**config.mk**
```make
export PLATFORM = sky130hd
export DESIGN_NAME = pcj_unit
export DESIGN_NICKNAME = d
export VERILOG_FILES = /design/src/rtl/pcj_pkg.sv /design/src/rtl/pcj_decode.sv /design/src/rtl/pcj_exec.sv /design/src/rtl/pcj_pc_reg.sv /design/src/rtl/pcj_unit.sv
export SDC_FILE = /design/constraint.sdc
export NUM_CORES = 1
export LEC_CHECK = 0
export BUFFER_PORTS_ARGS = -buffer_cell sky130_fd_sc_hd__clkbuf_2
export CAP_MARGIN = 10
export CORE_MARGIN = 1.5
export CORE_UTILIZATION = 35
export DETAILED_ROUTE_END_ITERATION = 10
export PLACE_DENSITY = 0.72
export SETUP_SLACK_MARGIN = 0.15
export SLEW_MARGIN = 10
export SYNTH_ARGS = -nofsm -noshare
export SYNTH_HDL_FRONTEND = slang
export SYNTH_SLANG_ARGS = --single-unit
export TNS_END_PERCENT = 100
```
**constraint.sdc**
```tcl
create_clock -name clk -period 3.63 [get_ports clk]
set_clock_uncertainty 0.1 [all_clocks]
set_input_delay 0.726 -clock clk [delete_from_list [all_inputs] [get_ports clk]]
set_output_delay 0.726 -clock clk [all_outputs]
set_load 0.005 [all_outputs]
```
**src/rtl/pcj_pkg.sv**
```systemverilog
package pcj_pkg;

  localparam int XLEN = 32;
  localparam int REGW = 5;
  localparam int UIMMW = 20;
  localparam int IIMMW = 12;

  localparam logic [6:0] OPC_UPPER_PC = 7'b0010111;
  localparam logic [6:0] OPC_IND_JUMP = 7'b1100111;
  localparam logic [2:0] F3_IND_JUMP  = 3'b000;

  typedef enum logic [1:0] {
    KIND_SEQ  = 2'd0,
    KIND_UPC  = 2'd1,
    KIND_JUMP = 2'd2
  } kind_e;

  typedef struct packed {
    kind_e             kind;
    logic [REGW-1:0]   rd;
    logic [REGW-1:0]   rs1;
    logic [UIMMW-1:0]  uimm;
    logic [IIMMW-1:0]  iimm;
  } fields_t;

  // Upper immediate placed above twelve zero bits.
  function automatic logic [XLEN-1:0] upper_offset(input logic [UIMMW-1:0] u);
    return {u, {(XLEN-UIMMW){1'b0}}};
  endfunction

  // Twelve-bit immediate sign-extended to the full width.
  function automatic logic [XLEN-1:0] sext_short(input logic [IIMMW-1:0] i);
    return {{(XLEN-IIMMW){i[IIMMW-1]}}, i};
  endfunction

  // Indirect target: base plus offset, lowest bit cleared.
  function automatic logic [XLEN-1:0] jump_target(input logic [XLEN-1:0] base,
                                                  input logic [IIMMW-1:0] i);
    logic [XLEN-1:0] sum;
    sum = base + sext_short(i);
    return {sum[XLEN-1:1], 1'b0};
  endfunction

  function automatic logic [XLEN-1:0] step_addr(input logic [XLEN-1:0] a,
                                                input int unsigned bytes);
    return a + XLEN'(bytes);
  endfunction

endpackage

```
**src/rtl/pcj_decode.sv**
```systemverilog
module pcj_decode
  import pcj_pkg::*;
(
  input  logic [31:0] instr_i,
  output fields_t     fields_o
);

  logic [6:0] opc;
  logic [2:0] f3;
  kind_e      kind;

  assign opc = instr_i[6:0];
  assign f3  = instr_i[14:12];

  always_comb begin
    kind = KIND_SEQ;
    if (opc == OPC_UPPER_PC) begin
      kind = KIND_UPC;
    end else if (opc == OPC_IND_JUMP && f3 == F3_IND_JUMP) begin
      kind = KIND_JUMP;
    end
  end

  always_comb begin
    fields_o.kind = kind;
    fields_o.rd   = instr_i[11:7];
    fields_o.rs1  = instr_i[19:15];
    fields_o.uimm = instr_i[31:12];
    fields_o.iimm = instr_i[31:20];
  end

endmodule

```
**src/rtl/pcj_exec.sv**
```systemverilog
module pcj_exec
  import pcj_pkg::*;
#(
  parameter int unsigned INSN_BYTES = 4
) (
  input  fields_t          fields_i,
  input  logic [XLEN-1:0]  pc_i,
  input  logic [XLEN-1:0]  rs1_val_i,
  output logic [XLEN-1:0]  wdata_o,
  output logic             we_o,
  output logic             redirect_o,
  output logic [XLEN-1:0]  target_o,
  output logic             is_upc_o,
  output logic             is_jump_o
);

  logic [XLEN-1:0] upc_sum;
  logic [XLEN-1:0] link_addr;
  logic            rd_nonzero;

  assign is_upc_o   = (fields_i.kind == KIND_UPC);
  assign is_jump_o  = (fields_i.kind == KIND_JUMP);
  assign rd_nonzero = |fields_i.rd;

  // Both sums use the address of the executing instruction.
  assign upc_sum   = pc_i + upper_offset(fields_i.uimm);
  assign link_addr = step_addr(pc_i, INSN_BYTES);

  // Target is taken from the operand seen this cycle, whatever rd is.
  assign target_o   = jump_target(rs1_val_i, fields_i.iimm);
  assign redirect_o = is_jump_o;

  always_comb begin
    wdata_o = '0;
    we_o    = 1'b0;
    unique case (fields_i.kind)
      KIND_UPC: begin
        wdata_o = upc_sum;
        we_o    = rd_nonzero;
      end
      KIND_JUMP: begin
        wdata_o = link_addr;
        we_o    = rd_nonzero;
      end
      default: begin
        wdata_o = '0;
        we_o    = 1'b0;
      end
    endcase
  end

endmodule

```
**src/rtl/pcj_pc_reg.sv**
```systemverilog
module pcj_pc_reg
  import pcj_pkg::*;
#(
  parameter logic [XLEN-1:0] RESET_VEC  = 32'h0000_1000,
  parameter int unsigned     INSN_BYTES = 4
) (
  input  logic             clk,
  input  logic             rst,
  input  logic             redirect_i,
  input  logic [XLEN-1:0]  target_i,
  output logic [XLEN-1:0]  pc_o,
  output logic [XLEN-1:0]  next_pc_o
);

  assign next_pc_o = redirect_i ? target_i : step_addr(pc_o, INSN_BYTES);

  always_ff @(posedge clk) begin
    if (rst) begin
      pc_o <= RESET_VEC;
    end else begin
      pc_o <= next_pc_o;
    end
  end

endmodule

```
**src/rtl/pcj_unit.sv**
```systemverilog
module pcj_unit
  import pcj_pkg::*;
#(
  parameter logic [31:0] RESET_VEC  = 32'h0000_1000,
  parameter int unsigned INSN_BYTES = 4
) (
  input  logic        clk,
  input  logic        rst,
  input  logic [31:0] instr_i,
  input  logic [31:0] rs1_val_i,
  output logic [31:0] pc_o,
  output logic [4:0]  rs1_idx_o,
  output logic [4:0]  rd_idx_o,
  output logic [31:0] rd_wdata_o,
  output logic        rd_we_o,
  output logic        redirect_o,
  output logic [31:0] target_o
);

  fields_t     fields;
  logic [31:0] pc_q;
  logic [31:0] next_pc;
  logic        is_upc;
  logic        is_jump;
  logic        redirect;
  logic [31:0] target;

  pcj_decode u_decode (
    .instr_i  (instr_i),
    .fields_o (fields)
  );

  pcj_exec #(.INSN_BYTES(INSN_BYTES)) u_exec (
    .fields_i   (fields),
    .pc_i       (pc_q),
    .rs1_val_i  (rs1_val_i),
    .wdata_o    (rd_wdata_o),
    .we_o       (rd_we_o),
    .redirect_o (redirect),
    .target_o   (target),
    .is_upc_o   (is_upc),
    .is_jump_o  (is_jump)
  );

  pcj_pc_reg #(.RESET_VEC(RESET_VEC), .INSN_BYTES(INSN_BYTES)) u_pc (
    .clk        (clk),
    .rst        (rst),
    .redirect_i (redirect),
    .target_i   (target),
    .pc_o       (pc_q),
    .next_pc_o  (next_pc)
  );

  assign pc_o       = pc_q;
  assign rs1_idx_o  = fields.rs1;
  assign rd_idx_o   = fields.rd;
  assign redirect_o = redirect;
  assign target_o   = target;

endmodule

```
# Yosys cells after proc, flatten, opt, wreduce, memory -nomap -nowiden
# Cells that the tools add are included.
# Widths: inputs -> output; s select.
dict set report word_totals {
  rom_bits 0
  output_inout_bits 108
  memories 0
  ram_bits 0
  reg_bits 32
  latchBits 0
}
dict set report classes {
  n_mux 5
  multipliers 0
  n_div 0
  n_reduce_logical 5
  order_cmp 0
  shifts 0
  eq_ne 4
  n_bitwise 0
  addsub 3
}
# op n
set ops {}
lappend ops {{$add 32x32->32} 2}
lappend ops {{$pmux 32 s2} 1}
lappend ops {{$add 32x3->32 const B} 1}
lappend ops {{$mux 32} 1}
lappend ops {{$eq 7x5->1 const B} 1}
lappend ops {{$eq 7x7->1 const B} 1}
lappend ops {{$reduce_or 5->1} 1}
lappend ops {{$mux 2} 2}
lappend ops {{$reduce_or 2->1} 2}
lappend ops {{$logic_not 3->1} 1}
lappend ops {{$eq 2x1->1 const B} 1}
lappend ops {{$eq 2x2->1 const B} 1}
lappend ops {{$logic_and 1x1->1} 1}
lappend ops {{$mux 1} 1}

# Logic depth before layout (Yosys ltp)
dict set report depth {
  depth_word 7
  depth_mapped 10
  depth_no_buf 10
}

# By module
# From an unflattened synthesis, not the netlist that was laid out.
dict set report hier_totals {
  cells_unflattened 813
  hier_area_um2 5886.9
}
# mod seq_area_each_um2 area_per_inst_um2 cells_per_inst instances
set modules_own_cells {}
lappend modules_own_cells {pcj_exec 0.0 3587.2 528 1}
lappend modules_own_cells {pcj_pc_reg 640.6 1921.8 239 1}
lappend modules_own_cells {pcj_decode 0.0 377.9 46 1}

# Worst setup path before layout
# OpenSTA, ideal clock, no wires.
dict set report synth_path {
  path_kind {input to output}
  startpoint {input instr_i[20]}
  endpoint {output target_o[28]}
  stages 10
  path_slack_ps -114
  arrival_ps 2918
  required_time_ps 2804
  cell_sequence {and2_1 fa_1 a21o_1 a221oi_2 o211a_1 or3_1 a31oi_1 a221oi_2 o21a_1 xnor2_1}
}
dict set report synth_between {
  elab_chain_cells 1
}
# element line_no
set synth_lines {}
lappend synth_lines {{from (decl)} pcj_unit.sv:9} ;# input logic [31:0] instr_i,
lappend synth_lines {{$add 32x32->32} pcj_pkg.sv:40} ;# sum = base + sext_short(i);
lappend synth_lines {{to (decl)} pcj_unit.sv:17} ;# output logic [31:0] target_o
# No other way between the ends.

# Final worst setup path
# Same ends and word-level chain as after synthesis.

==> run metrics <==
count of antenna-violating nets left after detailed routing 0; Crit. End Element output pin; worst rel slew slack between 60 and 70%; length in cells of the worst reg-to-reg path 7; register bit total from synthesis 31; slew at the pin closest to its max-slew limit approximately 0.55 ns; Seq/Total Area, Yosys 13.6%; highest fanout seen on the critical path 4; final setup margin -0.390 ns; number of setup violations in the final report 23; overall global routing resource usage between 20% and 30%; required arrival time at the worst endpoint between 2 and 3 ns; core area 12700 um^2; worst reg-to-reg setup slack about 1.1 ns; Hold-fix buffers, CTS 0; total design power about 0.0019 W; total I/O pin count 174; Largest register FFs 31; clock buffers created by TritonCTS 5; most frequently used cell type in the post-synthesis netlist nand2_1; final net count about 1100; deepest clock path buffer count 2; number of iterations in the first detailed-routing pass 5; post-synthesis instance total 615; CTS root buffer clkbuf_16; iteration-0 DRC count of the detailed router 413; post-synth top area cell ha_1; share of final-layout standard cells stronger than drive strength 1 between 50 and 60%; unrepaired setup endpoints after global routing true; mapped cell area 4560 um^2; detailed placer's ending HPWL ~14000 um; H-tree lvl count 2; YS warnings 0; area added between synthesis and finish 81.6%; CTS sink cnt 31; final antenna diode count 0; via count normalized by instance count 5.69; number of rows in the core area approximately 40; die span in x 117 um; global-route wire length before repair ~29000 um; worst setup path category in2out; number of inserted filler cells in the final layout slightly below 1000; total congestion overflow 0; area of the die 13700 um^2; met2 usage in global routing approximately 50%; PD cells around 220 nW/um^2; clock tree from TritonCTS done; Skew-Pair Late Insertion Delay between 0.2 and 0.3 ns; standby leakage power ~4 nW; most utilized layer in the global route result met2; Reg with most FFs u_pc.pc_o; Initial Util between 30% and 40%; reg2reg end u_pc.pc_o[27]; initial antenna violation count 0; flip-flop cell with the highest count after synthesis dfxtp_1; number of global-route vias before repair 5849; Netlist cell types 57; fraction of synthesized cell area taken by the top area cell type 13.7%; startpoint of the lowest-slack hold path u_pc.pc_o[1]; total number of vias 6425; Final GP Congestion just over 0.9; GR Layer Usage met1 32.9%; classification of the worst-slack hold path reg2reg; setup TNS -3.95 ns; startpoint of the most critical register-to-register path u_pc.pc_o[4]; result of the run complete, but fails checks; IO buf count 170; Min Clock Period, post-route approximately 4 ns; Slew Viols, Final 0; share of the clock period used by the worst path after layout 111%; clock slew at the register clock pins of the worst setup and hold paths about 0.050 ns; list of most frequent post-synthesis cells nand2_1 (63), ha_1 (50), nor2_1 (47), xnor2_1 (44), a21oi_1 (43); depth of the worst hold-timing path 2; element type at the critical path start input port; Die Ht around 120 um; count of maximum capacitance violations 0; maximum number of pins on one net before global-route repair 42; hold violation total from the final report 0; end point of the worst hold path u_pc.pc_o[1]; Max Clk Rate between 200 and 250 MHz; largest registers in the final layout u_pc.pc_o: 31 flops; number of flops mapped to enable cells by yosys 0; worst voltage drop across the vdd grid 0.156 mV; leading cell types by total area after synthesis ha_1 (14%), dfxtp_1 (14%), xnor2_1 (8.5%); violated checks setup timing; synthesized area per cell between 7 and 8 um^2; total detailed-routing wirelength 21300 um; DRC errors left 0; arrival time of the worst setup path about 3.2 ns; routed length per placed instance roughly 19 um; share of async-settable or async-resettable flops after synthesis 0%; met3 Usage GRT 2.94%
==> layer usage <==
metal / wire length, um / part of all wire [%] / up-vias
met3: 1580 / 7.4 / 113
li1: - / - / 2952
met4: 1330 / 6.2 / 0
met1: 8230 / 39 / 2975
met2: 10200 / 48 / 385
met5: 0 / 0 / -
==> cell type report <==
class                           instances  area (um^2)  area share (%)
Sequential cell                        31          624            7.54
Clock inverter                          1         5.00          0.0605
Timing Repair Buffer                  370         2610            31.6
Inverter                               15         56.3           0.680
Tap cell                              172          215            2.60
Clock buffer                            7          133            1.60
Multi-Input combinational cell        533         4630            55.9
==> report_power, final <==
| part | total, W | leakage, nW | internal, W | switching [W] |
|---|---|---|---|---|
| clock network | 0.000406 | 0.0679 | 0.000253 | 0.000153 |
| registers | 0.000349 | 0.251 | 0.000344 | 0.00000426 |
| logic | 0.00110 | 3.58 | 0.000584 | 0.000516 |
| total | 0.00185 | 3.90 | 0.00118 | 0.000673 |
==> worst max-delay path: stages <==
cell      delay [ns]
buf_6           0.09
and2_4          0.15
fa_2            0.36
a21o_1          0.21
a221oi_2        0.27
o211a_1         0.25
or3_4           0.16
a31oi_4         0.10
a221oi_4        0.39
o21a_1          0.21
xnor2_1         0.13
buf_2           0.15
==> cell usage in the layout, fill, tap and decap left out, types with 15 or more instances in the layout <==
| master | instances |
|---|---|
| buf_2 | 18 |
| a211oi_1 | 17 |
| ha_4 | 23 |
| nand2_1 | 59 |
| buf_6 | 35 |
| nand3_1 | 19 |
| o21ai_0 | 23 |
| a21o_1 | 24 |
| xor2_1 | 25 |
| buf_4 | 166 |
| xnor2_1 | 36 |
| ha_1 | 25 |
| nor2_1 | 43 |
| clkbuf_2 | 143 |
| inv_1 | 15 |
| dfxtp_1 | 28 |
| a21oi_1 | 27 |
==> through the flow <==
stage                     hold WS, ns  std cells  instance area, um^2  utilization (%)  worst slack, ns
final                           0.382       1129                 8280             65.3           -0.390
after global routing            0.411       1129                 8280             65.3           -0.481
after CTS                       0.380       1101                 7660             60.4           -0.271
after detailed placement        0.373       1066                 6610             52.2           -0.403
after global placement          0.359       1066                 6610             52.2           -0.336
after floorplan                 0.362        617                 4610                -         -0.00709
==> worst max path at each step <==
stage,start,endpoint
floorplan,instr_i[20],target_o[28]
global placement,instr_i[18],rd_wdata_o[29]
detailed placement,instr_i[18],rd_wdata_o[29]
CTS,instr_i[20],target_o[16]
global route,instr_i[20],target_o[28]
finish,instr_i[20],target_o[28]
==> kinds of logic after synthesis <==
kind of cell	synth area share, %
AND/OR/NAND/NOR	23.1
AO/OA/AOI/OAI	28.7
XOR/XNOR	14.2
buffers and inverters	5.46
adder cells (fa/ha/maj)	14.6
flip-flops	13.6
other	0.0823
multiplexers	0.247
==> timing repair <==
| action | in CTS | in global routing |
|---|---|---|
| pin swaps | 65 | 68 |
| setup buffers | 26 | 28 |
| gates cloned | 1 | 0 |
| resized for setup | 113 | 101 |
| endpoints found under the setup margin | 33 | 35 |
(Power assumes the default switching activity.)
